--- src/rtl/pin_phase_pkg.sv ---
package pin_phase_pkg;
  localparam int ADDR_W = 16;
  localparam int DATA_W = 8;
  localparam int CTL_W  = 8;

  // control input bit positions (decoded by the conditioner)
  localparam int IRQ_BIT = 0;
  localparam int NMI_BIT = 1;
  localparam int RDY_BIT = 2;
  localparam int NUM_CTL = 3;

  // status bit positions in the data phase
  localparam int ST_RW_BIT   = 0;
  localparam int ST_SYNC_BIT = 1;

  typedef struct packed {
    logic [ADDR_W-1:0] addr;
    logic [DATA_W-1:0] wdata;
    logic              rw;
    logic              sync;
  } bus_req_t;

  localparam bus_req_t REQ_RESET = '{addr: '0, wdata: '0, rw: 1'b1, sync: 1'b0};
endpackage

--- src/rtl/ctl_sync.sv ---
module ctl_sync #(
  parameter int              WIDTH     = 3,
  parameter int              STAGES    = 2,
  parameter logic [WIDTH-1:0] RESET_VAL = '0
) (
  input  logic             clk,
  input  logic             rst_n,
  input  logic [WIDTH-1:0] din,
  output logic [WIDTH-1:0] dout
);
  logic [WIDTH-1:0] stage_q [STAGES];

  always_ff @(negedge clk or negedge rst_n) begin
    if (!rst_n) stage_q[0] <= RESET_VAL;
    else        stage_q[0] <= din;
  end

  for (genvar s = 1; s < STAGES; s++) begin : g_stage
    always_ff @(negedge clk or negedge rst_n) begin
      if (!rst_n) stage_q[s] <= RESET_VAL;
      else        stage_q[s] <= stage_q[s-1];
    end
  end

  assign dout = stage_q[STAGES-1];
endmodule

--- src/rtl/nmi_latch.sv ---
module nmi_latch (
  input  logic clk,
  input  logic rst_n,
  input  logic nmi_n_sync,
  input  logic ack,
  output logic pending
);
  logic prev_q;
  logic fall;

  assign fall = prev_q & ~nmi_n_sync;

  always_ff @(negedge clk or negedge rst_n) begin
    if (!rst_n) begin
      prev_q  <= 1'b1;
      pending <= 1'b0;
    end else begin
      prev_q <= nmi_n_sync;
      if (fall)     pending <= 1'b1;
      else if (ack) pending <= 1'b0;
    end
  end

  // an edge sets the flag
  assert_nmi_edge_R6: assert property (@(negedge clk) disable iff (!rst_n)
    fall |=> pending);
  // flag is sticky until acknowledged
  assert_nmi_sticky_R6: assert property (@(negedge clk) disable iff (!rst_n)
    (pending && !ack) |=> pending);
endmodule

--- src/rtl/req_slot.sv ---
module req_slot
  import pin_phase_pkg::*;
(
  input  logic              clk,
  input  logic              rst_n,
  input  logic              load_en,
  input  bus_req_t          req_in,
  input  logic [DATA_W-1:0] pin_data,
  output bus_req_t          req_q,
  output logic [DATA_W-1:0] rdata_q
);
  always_ff @(negedge clk or negedge rst_n) begin
    if (!rst_n) begin
      req_q   <= REQ_RESET;
      rdata_q <= '0;
    end else begin
      if (req_q.rw) rdata_q <= pin_data;
      if (load_en)  req_q   <= req_in;
    end
  end

  assert_hold_R10: assert property (@(negedge clk) disable iff (!rst_n)
    !load_en |=> $stable(req_q));
  assert_rdata_keep_R9: assert property (@(negedge clk) disable iff (!rst_n)
    !req_q.rw |=> $stable(rdata_q));
endmodule

--- src/rtl/phase_mux.sv ---
module phase_mux
  import pin_phase_pkg::*;
(
  input  logic              clk,
  input  bus_req_t          req,
  output logic [DATA_W-1:0] port_a,
  output logic [DATA_W-1:0] port_b,
  output logic              port_b_oe
);
  localparam int HI_LSB = ADDR_W - DATA_W;

  always_comb begin
    port_a    = '0;
    port_b    = '0;
    port_b_oe = 1'b0;
    if (!clk) begin
      port_a    = req.addr[DATA_W-1:0];
      port_b    = req.addr[ADDR_W-1:HI_LSB];
      port_b_oe = 1'b1;
    end else begin
      port_a[ST_RW_BIT]   = req.rw;
      port_a[ST_SYNC_BIT] = req.sync;
      port_b              = req.wdata;
      port_b_oe           = ~req.rw;
    end
  end
endmodule

--- src/rtl/pin_phase_if.sv ---
module pin_phase_if
  import pin_phase_pkg::*;
#(
  parameter int SYNC_STAGES = 2
) (
  input  logic              clk,
  input  logic              rst_n,
  input  logic [CTL_W-1:0]  ctl_pins,
  output logic [DATA_W-1:0] addr_pins,
  input  logic [DATA_W-1:0] bidir_in,
  output logic [DATA_W-1:0] bidir_out,
  output logic              bidir_oe,
  input  logic [ADDR_W-1:0] core_addr,
  input  logic [DATA_W-1:0] core_wdata,
  input  logic              core_rw,
  input  logic              core_sync,
  output logic [DATA_W-1:0] core_rdata,
  output logic              core_irq,
  output logic              core_nmi,
  input  logic              core_nmi_ack,
  output logic              core_ready
);
  localparam logic [NUM_CTL-1:0] CTL_IDLE = NUM_CTL'((1 << IRQ_BIT) | (1 << NMI_BIT));

  logic [NUM_CTL-1:0] ctl_raw, ctl_s;
  bus_req_t           req_in, req_q;

  assign ctl_raw[IRQ_BIT] = ctl_pins[IRQ_BIT];
  assign ctl_raw[NMI_BIT] = ctl_pins[NMI_BIT];
  assign ctl_raw[RDY_BIT] = ctl_pins[RDY_BIT];

  ctl_sync #(.WIDTH(NUM_CTL), .STAGES(SYNC_STAGES), .RESET_VAL(CTL_IDLE)) u_sync (
    .clk(clk), .rst_n(rst_n), .din(ctl_raw), .dout(ctl_s));

  nmi_latch u_nmi (
    .clk(clk), .rst_n(rst_n), .nmi_n_sync(ctl_s[NMI_BIT]),
    .ack(core_nmi_ack), .pending(core_nmi));

  assign core_irq   = ~ctl_s[IRQ_BIT];
  assign core_ready = ctl_s[RDY_BIT];

  assign req_in = '{addr: core_addr, wdata: core_wdata, rw: core_rw, sync: core_sync};

  req_slot u_slot (
    .clk(clk), .rst_n(rst_n), .load_en(core_ready), .req_in(req_in),
    .pin_data(bidir_in), .req_q(req_q), .rdata_q(core_rdata));

  phase_mux u_mux (
    .clk(clk), .req(req_q), .port_a(addr_pins), .port_b(bidir_out),
    .port_b_oe(bidir_oe));
endmodule

--- config.mk ---
export PLATFORM = sky130hd
export DESIGN_NAME = pin_phase_if
export DESIGN_NICKNAME = d
export VERILOG_FILES = /design/src/rtl/pin_phase_pkg.sv /design/src/rtl/ctl_sync.sv /design/src/rtl/nmi_latch.sv /design/src/rtl/req_slot.sv /design/src/rtl/phase_mux.sv /design/src/rtl/pin_phase_if.sv
export SDC_FILE = /design/constraint.sdc
export NUM_CORES = 1
export LEC_CHECK = 0
export BUFFER_PORTS_ARGS = -buffer_cell sky130_fd_sc_hd__buf_2
export CORE_MARGIN = 4
export CORE_UTILIZATION = 30
export DETAILED_ROUTE_END_ITERATION = 8
export PLACE_DENSITY = 0.52
export REMOVE_ABC_BUFFERS = 1
export SYNTH_ARGS = -nofsm -noshare
export SYNTH_HDL_FRONTEND = slang
export SYNTH_SLANG_ARGS = --single-unit
export TNS_END_PERCENT = 1
--- constraint.sdc ---
create_clock -name clk -period 1.5 [get_ports clk]
set_input_delay 0.3 -clock clk [delete_from_list [all_inputs] [get_ports clk]]
set_output_delay 0.3 -clock clk [all_outputs]
set_load 0.01 [all_outputs]
# After elaboration in Yosys (flattened, before gate mapping)
# Cells that the tools add are included.
# totals
n_memories	0
mem_bits_ro	0
mem_bits_rw	0
latchBits	0
word_cells	20
ff_bits	42
# classes
n_reduce_logical	1
n_addsub	0
div_mod_pow	0
multipliers	0
n_bitwise	4
n_lt_le_gt_ge	0
n_eq_ne	0
muxes	6
shifts	0
# op_table
operator	count
$mux W8	1
$mux W6	1
$mux W1	3
$not A1 Y1	3
$mux W2	1
$reduce_bool A2 Y1	1
$and A1 B1 Y1	1

# Longest topological paths before layout
# depth
word_depth	3
depth_mapped	4
depth_no_buf	2

# By module
# From an unflattened synthesis, not the netlist that was laid out.
# hier_totals
hier_cells	109
hier_area_um2	1836.8
# modules_own_cells
module	cells_per_inst	seq_area_each_um2	n_inst	area_each_um2
req_slot	73	852.1	1	1370.1
phase_mux	19	0.0	1	206.4
ctl_sync	10	155.1	1	181.4
nmi_latch	6	51.3	1	75.1
pin_phase_if	1	0.0	1	3.8

==> impl_metrics.tcl <==
set metrics [dict create \
    cp_data_arrival_time_ns 2.24 \
    crit_type "flop to output pin" \
    synth_top_area_share_pct 51.1 \
    clk_pin_slew_worst_paths_ns 0.06 \
    intPower_mw 4.24 \
    antenna_found_initial 0 \
    hold_path_class "flop to flop" \
    crit_fanout 2 \
    core.rowCount 27 \
    clkPwrFrac_pct 71.7 \
    viasPerCell 4.31 \
    powerDensity_nw_per_um2 2110 \
    grt_setup_unrepaired "true" \
    finalMaxSlewViolations 0 \
    insertion_delay_ns 0.47 \
    cts_tree "built" \
    yosys.area.top_type "dfrtn_1" \
    syn_avg_cell_area_um2 16.6 \
    pre_cts_ws_ns -0.298 \
    globalRouteMet3Util_pct 8.54 \
    pwr-share-seq_pct 22.7 \
    vdd_drop_max_mv 0.718 \
    hold_viol 0 \
    worst_setup_path_end_kind "output pin" \
    dieHeight_um 84.6 \
    grt_max_degree 28 \
    switching_share_pct 27.3 \
    holdWs_ns 0.309 \
    leakage_nw 1.39 \
    cts-hold-fix-buffers 0 \
    wl_mm 4.14 \
    synth_adder_area_share_pct 0 \
    ys_warn_count 0 \
    grt.busiest_layer "met2" \
    gp_congestion 0.650 \
    overflow 0 \
    yosysSeqAreaShare_pct 60.1 \
    initial_utilization_pct 31.4 \
    required_ns 1.20 \
    post-dp-hpwl_mm 2.58 \
    drt_iter0_drc 44 \
    grt_use_met2_pct 16.9 \
    die_w_um 84.6 \
    synth_compound_area_share_pct 0.923 \
    final_util_pct 49.4 \
    die_area_um2 7160 \
    finalSetupViolations 36 \
    core_area_um2 5610 \
    power.total_mw 5.83 \
    synthSimpleGateAreaFrac_pct 2.56 \
    numPortBuffers 67 \
    final.fill_count 528 \
    drive_above_1_share_pct 74.5 \
    fin_ws_ns -1.04 \
    syn_inst 106 \
    cp-start-kind "flop" \
    groute.usage.overall_pct 12.4 \
    ant_nets 0 \
    post_cts_buffers 0 \
    synth-xor-area-share_pct 0 \
    diodes 0 \
    skew_ns 0.0631 \
    grt_pass1_vias 1687 \
    area_growth_pct 57.2 \
    ios 73 \
    drc 0 \
    layout.nets 247 \
    wl_per_cell_um 14.8 \
    yosys-mux-area-fraction_pct 30.9 \
    violations "setup timing" \
    fin_area_um2 2770 \
    first_pass_iters 2 \
    synth.area.top_cells "dfrtn_1 (51%), mux2_4 (16%), mux2_2 (15%), dfstp_2 (8.9%), buf_12 (2.3%)" \
    ys_types 12 \
    comb_power_share_pct 5.6 \
    switching_power_mw 1.59 \
    syn_area_um2 1760 \
    place_area_um2 2150 \
    synth-seq-cells 42 \
    grt_pass1_wl_mm 6.88 \
    relSlewSlack_pct 70.0 \
    max_slew.worst_pin.slew_ns 0.450 \
    drv_cap 0 \
    status "finished with violations" \
    grt_use_met1_pct 10.6 \
    synth_top_family_by_area "multiplexers" \
    vias 1208 \
]
[stage by stage]
| stage | instances | setup TNS [ns] |
|---|---|---|
| after global routing | 280 | -19.39 |
| after detailed placement | 243 | -6.75 |
| final | 280 | -18.07 |
| after global placement | 243 | -6.33 |
| after floorplan | 100 | -8.27 |
| after CTS | 280 | -19.12 |
[what timing repair did]
action / in CTS / in global routing
gates cloned: 0 / 0
hold endpoints to repair: 0 / 0
endpoints found under the setup margin: 36 / 36
resized for setup: 14 / 14
[cells in the final DEF, fill, tap and decap left out, types with 6 or more instances in the layout]
master	synthesis	final
buf_2	1	55
buf_6	3	11
buf_8	0	7
clkbuf_16	0	6
clkbuf_8	0	13
dfrtn_1	36	36
dfstp_2	6	6
inv_1	5	8
mux2_2	23	20
mux2_4	19	22
[synth_stat cells]
library cell	n
dfstp_2	6
dfrtn_1	36
buf_6	3
nor2b_1	6
o22ai_1	1
inv_1	5
nand2_1	2
mux2_4	19
o21ai_0	2
buf_2	1
mux2_2	23
buf_12	2
[power by group through the flow]
stage | logic (mW) | clock network, mW | registers [mW]
after floorplan | 0.144 | 0.487 | 1.36
final | 0.327 | 4.18 | 1.32
after CTS | 0.333 | 4.14 | 1.32
after detailed placement | 0.328 | 0.703 | 1.34
after global routing | 0.353 | 4.47 | 1.34
after global placement | 0.317 | 0.703 | 1.33
[flip-flops by register name, indices dropped and copies added (netlist names)]
| name | count |
|---|---|
| u_sync.dout | 3 |
| u_slot.req_q | 26 |
| u_nmi.prev_q | 1 |
| u_nmi.pending | 1 |
| u_slot.rdata_q | 8 |
| u_sync.stage_q | 3 |
[kinds of logic (layout without fill, tap and decap cells)]
| group | after synthesis | in the layout |
|---|---|---|
| compound gates | 3 | 3 |
| mux | 42 | 42 |
| simple gates | 8 | 8 |
| flops | 42 | 42 |
| buf+inv | 11 | 113 |
[worst paths after layout]
kind	startpoint	end	slack [ns]	cells past startpoint
worst max-delay path	u_slot.req_q[1]	addr_pins[0]	-1.04	5
worst min-delay path	u_sync.stage_q[5]	u_sync.dout[2]	0.31	0
worst max register to register	u_sync.dout[2]	u_slot.req_q[9]	0.12	2
worst min register to register	u_sync.stage_q[5]	u_sync.dout[2]	0.31	0
max in group asynchronous	rst_n	u_sync.dout[2]	0.72	2
min in group asynchronous	rst_n	u_slot.req_q[17]	0.47	2
[metal layers]
metal  share of wire [%]  vias to the layer above
met5                   0                        -
met4                 2.6                        0
met3                 7.2                       13
met2                  55                       55
met1                  35                      586
li1                    -                      554
[layout make-up]
class                   instances  area [um^2]  share of cell area (%)
clock buffers                  43          574                    20.7
repair buffers                 54          305                    11.0
clock inverters                12          100                    3.61
well taps                      72         90.1                    3.25
flip-flops and latches         42         1060                    38.2
inverters                       4         15.0                   0.542
multi-input cells              53          626                    22.6
[worst max-delay path, stage by stage (launching register included)]
cell and delay, ns:
dfstp_2 0.53, nand2_2 0.05, buf_8 0.12, clkbuf_8 0.13, o21ai_2 0.05, buf_2 0.14
Note: power is estimated with default switching activity, not from simulation.
